<file path="src/rtl/wwdt_pkg.sv">
package wwdt_pkg;

    typedef enum logic [1:0] {
        ST_IDLE = 2'd0,
        ST_RUN  = 2'd1,
        ST_TRIP = 2'd2
    } wd_state_e;

    // control register layout, bit 0 at the bottom
    typedef struct packed {
        logic [2:0] post_sel;
        logic       pre_sel;
        logic       act_irq;
        logic       en;
    } wd_ctrl_t;

    localparam int ADDR_W = 3;

    localparam logic [ADDR_W-1:0] A_CTRL   = 3'd0;
    localparam logic [ADDR_W-1:0] A_WIN    = 3'd1;
    localparam logic [ADDR_W-1:0] A_WARN   = 3'd2;
    localparam logic [ADDR_W-1:0] A_RELOAD = 3'd3;
    localparam logic [ADDR_W-1:0] A_KICK   = 3'd4;
    localparam logic [ADDR_W-1:0] A_STAT   = 3'd5;
    localparam logic [ADDR_W-1:0] A_COUNT  = 3'd6;

endpackage

</file>
<file path="src/rtl/wwdt_clkdiv.sv">
module wwdt_clkdiv #(
    parameter int PRE_W = 8,
    parameter int SEL_W = 3
) (
    input  logic             clk,
    input  logic             rst_n,
    input  logic             clr,
    input  logic             adv,
    input  logic             pre_sel,
    input  logic [SEL_W-1:0] post_sel,
    output logic             tick
);
    localparam int POST_W = (1 << SEL_W) - 1;

    logic [PRE_W-1:0]  pre_q;
    logic [POST_W-1:0] post_q;
    logic [POST_W-1:0] post_lim;
    logic              pre_done;
    logic              post_done;

    always_comb begin
        post_lim  = POST_W'((32'd1 << post_sel) - 32'd1);
        pre_done  = !pre_sel || (pre_q == '1);
        post_done = (post_q == post_lim);
        tick      = adv && pre_done && post_done;
    end

    always_ff @(posedge clk or negedge rst_n) begin
        if (!rst_n) begin
            pre_q  <= '0;
            post_q <= '0;
        end else if (clr) begin
            pre_q  <= '0;
            post_q <= '0;
        end else if (adv) begin
            if (pre_done) begin
                pre_q  <= '0;
                post_q <= post_done ? '0 : post_q + 1'b1;
            end else begin
                pre_q <= pre_q + 1'b1;
            end
        end
    end

    // a tick restarts both stages
    a_r2_tick_clears: assert property (@(posedge clk) disable iff (!rst_n)
        tick |=> (pre_q == '0 && post_q == '0));

    // no advance means both stages hold
    a_r12_div_hold: assert property (@(posedge clk) disable iff (!rst_n)
        (!adv && !clr) |=> ($stable(pre_q) && $stable(post_q)));

endmodule

</file>
<file path="src/rtl/wwdt_regs.sv">
module wwdt_regs
    import wwdt_pkg::*;
#(
    parameter int              DATA_W   = 16,
    parameter int              CNT_W    = 10,
    parameter logic [DATA_W-1:0] KICK_KEY = 16'hA5C3
) (
    input  logic              clk,
    input  logic              rst_n,
    input  logic              bus_wr,
    input  logic [ADDR_W-1:0] bus_addr,
    input  logic [DATA_W-1:0] bus_wdata,
    input  logic              ev_warn,
    input  logic              ev_under,
    input  logic              ev_early,
    input  logic [CNT_W-1:0]  cnt_val,
    output wd_ctrl_t          ctrl,
    output logic [CNT_W-1:0]  win,
    output logic [CNT_W-1:0]  warn_lvl,
    output logic [CNT_W-1:0]  reload_val,
    output logic              kick,
    output logic              flag_warn,
    output logic              flag_under,
    output logic              flag_early,
    output logic [DATA_W-1:0] bus_rdata
);
    localparam int CTRL_W = $bits(wd_ctrl_t);

    logic       stat_wr;
    logic [2:0] clr_mask;

    always_comb begin
        kick     = bus_wr && (bus_addr == A_KICK) && (bus_wdata == KICK_KEY);
        stat_wr  = bus_wr && (bus_addr == A_STAT);
        clr_mask = stat_wr ? bus_wdata[2:0] : 3'b000;
    end

    always_ff @(posedge clk or negedge rst_n) begin
        if (!rst_n) begin
            ctrl       <= '0;
            win        <= '1;
            warn_lvl   <= '0;
            reload_val <= '1;
        end else if (bus_wr) begin
            case (bus_addr)
                A_CTRL:   ctrl       <= wd_ctrl_t'(bus_wdata[CTRL_W-1:0]);
                A_WIN:    win        <= bus_wdata[CNT_W-1:0];
                A_WARN:   warn_lvl   <= bus_wdata[CNT_W-1:0];
                A_RELOAD: reload_val <= bus_wdata[CNT_W-1:0];
                default:  ;
            endcase
        end
    end

    // sticky flags: a new event wins over a clear in the same cycle
    always_ff @(posedge clk or negedge rst_n) begin
        if (!rst_n) begin
            flag_warn  <= 1'b0;
            flag_under <= 1'b0;
            flag_early <= 1'b0;
        end else begin
            flag_warn  <= ev_warn  || (flag_warn  && !clr_mask[0]);
            flag_under <= ev_under || (flag_under && !clr_mask[1]);
            flag_early <= ev_early || (flag_early && !clr_mask[2]);
        end
    end

    always_comb begin
        case (bus_addr)
            A_CTRL:   bus_rdata = {{(DATA_W-CTRL_W){1'b0}}, ctrl};
            A_WIN:    bus_rdata = {{(DATA_W-CNT_W){1'b0}}, win};
            A_WARN:   bus_rdata = {{(DATA_W-CNT_W){1'b0}}, warn_lvl};
            A_RELOAD: bus_rdata = {{(DATA_W-CNT_W){1'b0}}, reload_val};
            A_STAT:   bus_rdata = {{(DATA_W-3){1'b0}}, flag_early, flag_under, flag_warn};
            A_COUNT:  bus_rdata = {{(DATA_W-CNT_W){1'b0}}, cnt_val};
            default:  bus_rdata = '0;
        endcase
    end

    // writing 1 clears an underflow flag unless a new underflow arrives
    a_r11_w1c_under: assert property (@(posedge clk) disable iff (!rst_n)
        (stat_wr && bus_wdata[1] && !ev_under) |=> !flag_under);

    // the warning flag stays until software clears it
    a_r9_warn_sticky: assert property (@(posedge clk) disable iff (!rst_n)
        (flag_warn && !(stat_wr && bus_wdata[0])) |=> flag_warn);

endmodule

</file>
<file path="src/rtl/wwdt_core.sv">
module wwdt_core
    import wwdt_pkg::*;
#(
    parameter int CNT_W = 10
) (
    input  logic             clk,
    input  logic             rst_n,
    input  logic             en,
    input  logic             freeze,
    input  logic             kick,
    input  logic             tick,
    input  logic             fault_any,
    input  logic [CNT_W-1:0] win,
    input  logic [CNT_W-1:0] warn_lvl,
    input  logic [CNT_W-1:0] reload_val,
    output logic [CNT_W-1:0] cnt_q,
    output logic             adv,
    output logic             clr,
    output logic             ev_warn,
    output logic             ev_under,
    output logic             ev_early
);
    wd_state_e state_q, state_d;
    logic      ld, dec;

    // state register
    always_ff @(posedge clk or negedge rst_n) begin
        if (!rst_n) state_q <= ST_IDLE;
        else        state_q <= state_d;
    end

    // transitions and the actions they carry
    always_comb begin
        state_d  = state_q;
        ld       = 1'b0;
        dec      = 1'b0;
        ev_warn  = 1'b0;
        ev_under = 1'b0;
        ev_early = 1'b0;
        unique case (state_q)
            ST_IDLE: begin
                if (en) begin
                    state_d = ST_RUN;
                    ld      = 1'b1;
                end
            end
            ST_RUN: begin
                if (!en) begin
                    state_d = ST_IDLE;
                end else if (kick) begin
                    if (cnt_q <= win) begin
                        ld = 1'b1;
                    end else begin
                        ev_early = 1'b1;
                        state_d  = ST_TRIP;
                    end
                end else if (tick) begin
                    if (cnt_q == '0) begin
                        ev_under = 1'b1;
                        state_d  = ST_TRIP;
                    end else begin
                        dec     = 1'b1;
                        ev_warn = ((cnt_q - 1'b1) == warn_lvl);
                    end
                end
            end
            ST_TRIP: begin
                if (!en) begin
                    state_d = ST_IDLE;
                end else if (!fault_any) begin
                    state_d = ST_RUN;
                    ld      = 1'b1;
                end
            end
            default: state_d = ST_IDLE;
        endcase
    end

    // outputs to the divider
    always_comb begin
        adv = (state_q == ST_RUN) && !freeze;
        clr = ld || (state_q != ST_RUN);
    end

    always_ff @(posedge clk or negedge rst_n) begin
        if (!rst_n)   cnt_q <= '1;
        else if (ld)  cnt_q <= reload_val;
        else if (dec) cnt_q <= cnt_q - 1'b1;
    end

    // a tick at a non-zero count lowers it by one
    a_r4_dec_by_one: assert property (@(posedge clk) disable iff (!rst_n)
        (state_q == ST_RUN && en && !kick && tick && cnt_q != '0)
        |=> cnt_q == $past(cnt_q) - 1'b1);

    // a tick at zero trips and raises a fault flag
    a_r5_expire_trips: assert property (@(posedge clk) disable iff (!rst_n)
        (state_q == ST_RUN && en && !kick && tick && cnt_q == '0)
        |=> (state_q == ST_TRIP && fault_any));

    // a keyed kick above the window trips
    a_r6_early_trips: assert property (@(posedge clk) disable iff (!rst_n)
        (state_q == ST_RUN && en && kick && cnt_q > win)
        |=> (state_q == ST_TRIP && fault_any));

    // freeze holds the count when nothing else acts on it
    a_r12_freeze_hold: assert property (@(posedge clk) disable iff (!rst_n)
        (state_q == ST_RUN && en && freeze && !kick) |=> $stable(cnt_q));

endmodule

</file>
<file path="src/rtl/wwdt_top.sv">
module wwdt_top
    import wwdt_pkg::*;
#(
    parameter int                CNT_W    = 10,
    parameter int                DATA_W   = 16,
    parameter int                PRE_W    = 8,
    parameter int                SEL_W    = 3,
    parameter logic [DATA_W-1:0] KICK_KEY = 16'hA5C3
) (
    input  logic              clk,
    input  logic              rst_n,
    input  logic              freeze,
    input  logic              bus_wr,
    input  logic [2:0]        bus_addr,
    input  logic [DATA_W-1:0] bus_wdata,
    output logic [DATA_W-1:0] bus_rdata,
    output logic              fault_rst_req,
    output logic              fault_irq,
    output logic              warn_irq
);
    wd_ctrl_t         ctrl;
    logic [CNT_W-1:0] win, warn_lvl, reload_val, cnt;
    logic             kick, tick, adv, clr;
    logic             ev_warn, ev_under, ev_early;
    logic             flag_warn, flag_under, flag_early, fault_any;

    wwdt_regs #(.DATA_W(DATA_W), .CNT_W(CNT_W), .KICK_KEY(KICK_KEY)) u_regs (
        .clk        (clk),
        .rst_n      (rst_n),
        .bus_wr     (bus_wr),
        .bus_addr   (bus_addr),
        .bus_wdata  (bus_wdata),
        .ev_warn    (ev_warn),
        .ev_under   (ev_under),
        .ev_early   (ev_early),
        .cnt_val    (cnt),
        .ctrl       (ctrl),
        .win        (win),
        .warn_lvl   (warn_lvl),
        .reload_val (reload_val),
        .kick       (kick),
        .flag_warn  (flag_warn),
        .flag_under (flag_under),
        .flag_early (flag_early),
        .bus_rdata  (bus_rdata)
    );

    wwdt_clkdiv #(.PRE_W(PRE_W), .SEL_W(SEL_W)) u_div (
        .clk      (clk),
        .rst_n    (rst_n),
        .clr      (clr),
        .adv      (adv),
        .pre_sel  (ctrl.pre_sel),
        .post_sel (ctrl.post_sel),
        .tick     (tick)
    );

    wwdt_core #(.CNT_W(CNT_W)) u_core (
        .clk        (clk),
        .rst_n      (rst_n),
        .en         (ctrl.en),
        .freeze     (freeze),
        .kick       (kick),
        .tick       (tick),
        .fault_any  (fault_any),
        .win        (win),
        .warn_lvl   (warn_lvl),
        .reload_val (reload_val),
        .cnt_q      (cnt),
        .adv        (adv),
        .clr        (clr),
        .ev_warn    (ev_warn),
        .ev_under   (ev_under),
        .ev_early   (ev_early)
    );

    always_comb begin
        fault_any     = flag_under || flag_early;
        fault_rst_req = fault_any && !ctrl.act_irq;
        fault_irq     = fault_any && ctrl.act_irq;
        warn_irq      = flag_warn;
    end

    // the two fault outputs are never high together
    a_r10_one_route: assert property (@(posedge clk) disable iff (!rst_n)
        !(fault_rst_req && fault_irq));

endmodule

</file>
<file path="config.mk">
export PLATFORM = sky130hd
export DESIGN_NAME = wwdt_top
export DESIGN_NICKNAME = d
export VERILOG_FILES = /design/src/rtl/wwdt_pkg.sv /design/src/rtl/wwdt_clkdiv.sv /design/src/rtl/wwdt_regs.sv /design/src/rtl/wwdt_core.sv /design/src/rtl/wwdt_top.sv
export SDC_FILE = /design/constraint.sdc
export NUM_CORES = 1
export LEC_CHECK = 0
export ABC_AREA = 1
export BUFFER_PORTS_ARGS = -buffer_cell sky130_fd_sc_hd__buf_4
export CAP_MARGIN = 20
export CORE_MARGIN = 5
export CORE_UTILIZATION = 65
export DETAILED_ROUTE_END_ITERATION = 7
export PLACE_DENSITY = 0.86
export SLEW_MARGIN = 20
export SYNTH_ARGS = -nofsm -noshare
export SYNTH_HDL_FRONTEND = slang
export SYNTH_HIERARCHICAL = 1
export SYNTH_SLANG_ARGS = --single-unit
</file>
<file path="constraint.sdc">
create_clock -name clk -period 4.87 [get_ports clk]
set_input_delay 0.7305 -clock clk [delete_from_list [all_inputs] [get_ports clk]]
set_output_delay 0.7305 -clock clk [all_outputs]
set_load 0.1 [all_outputs]
</file>
Yosys cells after proc, flatten, opt, wreduce, memory -nomap -nowiden
Index checks and enable logic that the tools add are counted.
Widths: inputs -> output; s select.
- register bits: 66
- word-level logic and storage cells: 119
- add/sub/neg operators: 4
- $lt $le $gt $ge: 1
- eq/ne operators: 18
- shift operators: 1
- multiplexer cells: 46
- reduce and logical (&&, ||, !) cells: 35
- operators with widths (operator ; number):
    $pmux 10 s6 ; 1
    $mux 7 ; 4
    $mux 1 ; 25
    $mux 8 ; 3
    $mux 10 ; 2
    $eq 16x16->1 const B ; 1
    $mux 2 ; 8
    $logic_and 1x1->1 ; 11
    $eq 10x10->1 ; 1
    $le 10x10->1 ; 1
    $logic_not 10->1 ; 1
    $reduce_and 2->1 ; 5
    $sub 10x1->10 const B ; 1
    $eq 3x3->1 const B ; 3
    $add 8x1->8 const B ; 1
    $eq 8x8->1 const B ; 1
    $ne 4x4->1 const B ; 2
    $add 7x1->7 const B ; 1
    $eq 7x7->1 ; 1
    $shl 1x3->7 const A ; 1
    $sub 7x1->7 const B ; 1
    $eq 3x2->1 const B ; 2
    $logic_not 1->1 ; 6
    $logic_or 1x1->1 ; 6
    14 further kinds ; 16

Logic depth before layout (Yosys ltp)
- word-level depth: 10
- gate-level depth with buffers: 23
- mapped depth without buffers: 21

Cells and area by module
Netlist, hierarchy kept.
- by module, submodules not included (module ; instances ; cells each ; area an instance (sq um)):
    wwdt_regs ; 1 ; 286 ; 2296.0
    wwdt_core ; 1 ; 238 ; 1519.0
    wwdt_clkdiv ; 1 ; 149 ; 1056.0
    wwdt_top ; 1 ; 5 ; 21.3

Worst setup path before layout
Ideal clock, no wire load.
- kind: input-to-output
- start point: in bus_addr[2]
- end point: out bus_rdata[6]
- arrival: 2.143 ns
- data required time: 4.140 ns
- slack: 1.997 ns
- cell stages on the path: 5
- path buffers: 2
- path through: buf_2 -> inv_2 -> buf_2 -> nand4_1 -> nand4_1
- word-level cells in the longest chain between the ends: 2
- elaborated cells between the ends (all ways): 7
- ends and longest elaborated chain (what ; RTL line ; source):
    start: declaration ; wwdt_top.sv:14 ; input logic [2:0] bus_addr,
    $eq 3x3->1, or another cell as far along ; wwdt_regs.sv:69 ; case (bus_addr)
    $pmux 10 s6 * ; wwdt_regs.sv:69 ;
    end: declaration ; wwdt_top.sv:16 ; output logic [DATA_W-1:0] bus_rdata,
Every way passes the cells marked *; elsewhere a longest branch is shown, timed or not.

Final worst setup path
- start point: reg u_regs.win[3]
- end point: reg u_div.post_q[2]
- word-level cells in the longest chain between the ends: 8
- elaborated cells between the ends (all ways): 10
- ends and longest elaborated chain (what ; RTL line ; source):
    start: declaration ; wwdt_regs.sv:18 ; output logic [CNT_W-1:0] win,
    start signal: assignment ; wwdt_regs.sv:47 ; A_WIN: win <= bus_wdata[CNT_W-1:0];
    $le 10x10->1 * ; wwdt_core.sv:51 ; if (cnt_q <= win) begin
    $mux 1 * ; wwdt_core.sv:51 ;
    $mux 1 * ; wwdt_core.sv:50 ; end else if (kick) begin
    $mux 1 * ; wwdt_core.sv:48 ; if (!en) begin
    $pmux 1 s3 * ; wwdt_core.sv:40 ; unique case (state_q)
    $logic_or 1x1->1 * ; wwdt_core.sv:82 ; clr = ld || (state_q != ST_RUN);
    named net clr ; wwdt_top.sv:23 ; logic kick, tick, adv, clr;
    $reduce_bool 2->1 (no source line) ; n/a ;
    $reduce_and 2->1 (no source line) ; n/a ;
    end signal: assignment ; wwdt_clkdiv.sv:38 ; post_q <= post_done ? '0 : post_q + 1'b1;
    end: declaration ; wwdt_clkdiv.sv:16 ; logic [POST_W-1:0] post_q;
Mark *: on every way through the listed nets, which the timed path passes. The rest lies on a longest branch.
A chain may end at the register's enable or synchronous reset.

==> results.md <==
Timing:
- Derived from the worst setup path, the maximum achievable clock frequency is 0.313 GHz.
- The number of max-slew violations in the final report is 0.
- Once routing completed, OpenROAD measured the worst setup slack at 1.68 ns.
- The total count of hold-check failures in the final report is 0.
- In the finished design, the share of the clock period the worst path needs comes to 65.6%.
- Setup repair after global routing left no endpoint under its margin.
- The transition at the pin with the smallest max-transition slack is 0.813 ns.
- Setup violations remaining at the end of the flow were counted as 0.
- The time the worst path needs with I/O delays and setup is 3.19 ns.
- The post-route setup TNS is 0 ns.
- Headroom to the max-slew limit came out at 45.8%.
- For the final database, setup skew stands at 0.0110 ns.

Synthesis:
- In this run, synthesis produced a sequential element count of 66.
- The biggest area contributor in the post-synthesis netlist is sky130_fd_sc_hd__dfrtp_1.
- The synthesized design devotes to its leading area cell type 18.4% of total area.
- The synthesized design contains 0 enable-type register cells.
- After synthesis, the mean cell area works out to 7.22 um^2.
- After Yosys synthesis, full adders, half adders and majority gates account for 4.35% of the synthesized area.
- The multiplexer area fraction after synthesis is 0%.
- The number of different library cells in the post-synthesis netlist is 42.
- The area of the mapped netlist is 4890 um^2.
- For this run, the leading register cell type out of synthesis is sky130_fd_sc_hd__dfrtp_1.
- By count the netlist is led by sky130_fd_sc_hd__nand2_1, sky130_fd_sc_hd__inv_1, sky130_fd_sc_hd__nand3_1, sky130_fd_sc_hd__nor2_1, sky130_fd_sc_hd__dfrtp_1.
- For this run, the number of Yosys warnings is 6.
- By area the synthesized netlist is led by sky130_fd_sc_hd__dfrtp_1, sky130_fd_sc_hd__nand2_1, sky130_fd_sc_hd__dfstp_2, sky130_fd_sc_hd__inv_1, sky130_fd_sc_hd__nand3_1.
- The parity-gate share of the synthesized area counting xor and xnor cells is 3.04%.
- Synthesis produced a netlist whose cell count is 678.
- The most frequent cell after synthesis is sky130_fd_sc_hd__nand2_1.
- The combinational family with the most area after synthesis is simple AND/OR/NAND/NOR gates.
- For this run, the register share of the synthesized area comes to 34.5%.
- The fraction of registers with async set/reset is 100%.
- Summing the areas of all compound-gate instances in the mapped netlist gives 7.70% of the synthesized area.
- After Yosys synthesis, and, or, nand and nor cells account for 37.4% of the synthesized area.

Floorplanning:
- The horizontal die dimension is 96.8 um.
- The count of boundary I/O pins is 42.
- The area of the placeable core is 7290 um^2.
- In this run the core area contains 31 standard-cell rows.
- The initial standard-cell utilization of the core is 67.1%.
- The die covers 9360 um^2.
- The die is 96.8 um tall.

Critical path:
- Along the worst path, the maximum fanout reaches 20.
- The cell type of the slowest stage on the worst timing path is sky130_fd_sc_hd__dfstp_2.
- The delay contributed by the slowest stage of the critical path is 0.58 ns.
- Data on the critical path is required at its endpoint by 5.11 ns.
- The reg-to-reg critical path startpoint is u_regs/win[3]$_DFFE_PN1P_.
- STA classifies the critical path startpoint as a flop.
- The start-to-end type of the worst setup path is reg -> reg.
- The origin of the worst setup path is u_regs/win[3]$_DFFE_PN1P_.
- Walking the worst path, the cells encountered are inv_1 > ha_1 > nand2_1 > nor2_2 > nand3_1 > nand3_1 > nand2_1 > nand2_1 > nand2_1 > nand2_1 > nand2_2 > nand2_2 > nand2_1 > inv_1 > nand3_2 > nand2_4 > clkinv_4 > nand4_1 > nand2_1.
- The worst setup path is captured at a flop.
- The cell type with the highest occurrence count on the critical path is sky130_fd_sc_hd__nand2_1.
- Data arrives at the worst endpoint at 3.43 ns.

Layout:
- The area of all sequential standard cells is 1690 um^2.
- The net count of the finished layout is 740.
- The final instance count without filler cells is 804.
- The share of layout cells above drive strength 1 is 20.9%.
- The count of inserted antenna diode cells is 0.
- The final cell area excluding filler cells is 5250 um^2.
- Compared with the post-synthesis result, the final layout area differs by 7.29%.
- The number of fill cells in the layout is 611.
- The footprint of the multi-input gates is 2590 um^2.

Global routing:
- Global routing used 27.8% of the available tracks across all layers.
- The via count of the first global-routing pass was 4388.
- The global-route wire length before repair is 21.4 mm.
- Summed over all layers, the global routing overflow is 0.
- The number of antenna violations at the first check in global routing was 0.
- The largest net degree at the start of global routing is 67.

Pwr:
- IR analysis of the VDD net gives a maximum drop of 0.000257 V.
- Power spread over the standard cell area amounts to 480 nW/um^2.
- The design draws 2.52 mW.
- The leakage power total is 2.65 nW.

Route:
- For this block, the via count after detailed routing is 4678.
- Wires add up to 13.1 mm.
- The first detailed-routing pass took 5 iterations.
- After detailed routing, the number of vias per cell comes to 5.82.
- The number of DRC markers after the initial detailed-route iteration is 475.
- The routed length per placed instance is 16.3 um.
- The detailed-route DRC error count is 0.
- The number of nets still failing antenna checks after routing is 0.

Clocking:
- Post-CTS repair changed the size of 0 cells.
- The tree built by TritonCTS fans out to 66 sinks.
- The TritonCTS clock tree is done.
- The root buffer selected by CTS is sky130_fd_sc_hd__clkbuf_8.
- The number of H-tree levels is 3.
- The clock reaches the later pin of the worst-skew pair after 0.35 ns.
- The clock transition time at the flip-flop clock pins of the worst setup and hold paths is 0.08 ns.
- Post-CTS timing repair inserted 0 buffers for setup.
- The hold buffer count at CTS is 0.
- The number of buffers on the longest clock path is 2.
- The number of buffers created by CTS is 9.

Hold path:
- The tightest min-delay check is of the in -> async type.

Placement:
- The total placed instance area is 5050 um^2.
- The congestion estimate from routability-driven global placement came to 1.02.
- The setup slack at placement is 1.78 ns.
- The placed cell count is 788.
- Input and output buffers added on the ports amount to 35.
- The detailed placer's ending HPWL is 9.67 mm.

Run:
- The count of max-cap constraint violations is 0.

Run status:
- The run finished with clean final reports.
## per-layer routing
layer / global-route usage [%] / part of all wire (%)
met5: 0 / 0
met4: 10.6 / 2.6
met3: 5.61 / 10
met2: 43.9 / 47
met1: 37.7 / 40
## power breakdown
| part | leakage, nW | internal, mW | total (mW) | switching, mW |
|---|---|---|---|---|
| clock network | 0.0987 | 0.250 | 0.478 | 0.228 |
| logic | 1.76 | 0.354 | 1.14 | 0.790 |
| registers | 0.792 | 0.722 | 0.895 | 0.173 |
| total | 2.65 | 1.33 | 2.52 | 1.19 |
## cells in the final DEF, fill, tap and decap left out, types with 5 or more instances in the layout
| cell type | instances |
|---|---|
| sky130_fd_sc_hd__nor3_1 | 6 |
| sky130_fd_sc_hd__inv_2 | 6 |
| sky130_fd_sc_hd__a21oi_1 | 7 |
| sky130_fd_sc_hd__o21ai_0 | 14 |
| sky130_fd_sc_hd__clkbuf_8 | 10 |
| sky130_fd_sc_hd__nand3_1 | 54 |
| sky130_fd_sc_hd__xor2_1 | 13 |
| sky130_fd_sc_hd__nand4_1 | 32 |
| sky130_fd_sc_hd__nand3_2 | 5 |
| sky130_fd_sc_hd__inv_1 | 89 |
| sky130_fd_sc_hd__buf_4 | 35 |
| sky130_fd_sc_hd__nand2_2 | 9 |
| sky130_fd_sc_hd__nor2_2 | 9 |
| sky130_fd_sc_hd__dfstp_2 | 30 |
| sky130_fd_sc_hd__o21ai_2 | 20 |
| sky130_fd_sc_hd__dfrtp_1 | 36 |
| sky130_fd_sc_hd__ha_1 | 17 |
| sky130_fd_sc_hd__conb_1 | 6 |
| sky130_fd_sc_hd__o21ai_1 | 12 |
| sky130_fd_sc_hd__nor2_1 | 47 |
| sky130_fd_sc_hd__nand2_1 | 213 |
## cell type report
cell class	count	area share, %
multi-input cells	491	49.3
repair buffers	35	5.01
inverters	97	7.27
flip-flops and latches	66	32.2
clock inverters	6	1.22
well taps	99	2.36
clock buffers	10	2.62
## critical path, delay by kind of cell (launching register included)
family	cells	cell delay, ns
AND/OR/NAND/NOR	15	1.79
adder cells (fa/ha/maj)	1	0.29
buffers and inverters	3	0.42
flip-flops	1	0.58
## sequential cells by signal, summed over array words and instances (netlist names)
name / count
u_regs/ctrl: 6
u_div/post_q: 7
u_regs/flag_warn: 1
u_regs/reload_val: 10
u_regs/warn_lvl: 10
u_regs/flag_under: 1
u_div/pre_q: 8
u_regs/win: 10
u_core/state_q: 2
u_regs/flag_early: 1
u_core/cnt_q: 10
## path summary, 6_finish.rpt
kind	end	slack (ns)	cells after the start
worst max-delay path	u_div/post_q[2]$_DFFE_PN0P_	1.68	19
worst max register to register	u_div/post_q[2]$_DFFE_PN0P_	1.68	19
worst min register to register	u_regs/reload_val[1]$_DFFE_PN1P_	0.50	2
max in group asynchronous	u_div/post_q[0]$_DFFE_PN0P_	3.87	1
worst min-delay path	u_regs/flag_warn$_DFF_PN0_	0.47	1
min in group clk	u_regs/reload_val[1]$_DFFE_PN1P_	0.50	2
## kinds of logic (layout without fill, tap and decap cells)
| group | count (synthesis) | after routing |
|---|---|---|
| other | 1 | 6 |
| DFF | 66 | 66 |
| and+or+nand+nor | 394 | 394 |
| AOI/OAI and AO/OA | 57 | 57 |
| buffers and inverters | 126 | 148 |
| xor gates and xnor gates | 17 | 17 |
| adders and majority gates | 17 | 17 |
## metrics by stage
stage | hold WS, ns | utilization (%)
floorplan | 0.435 | -
global placement | 0.476 | 69.2
detailed placement | 0.483 | 69.2
CTS | 0.493 | 72.0
global route | 0.513 | 72.0
finish | 0.475 | 72.0
(Power assumes the default switching activity.)
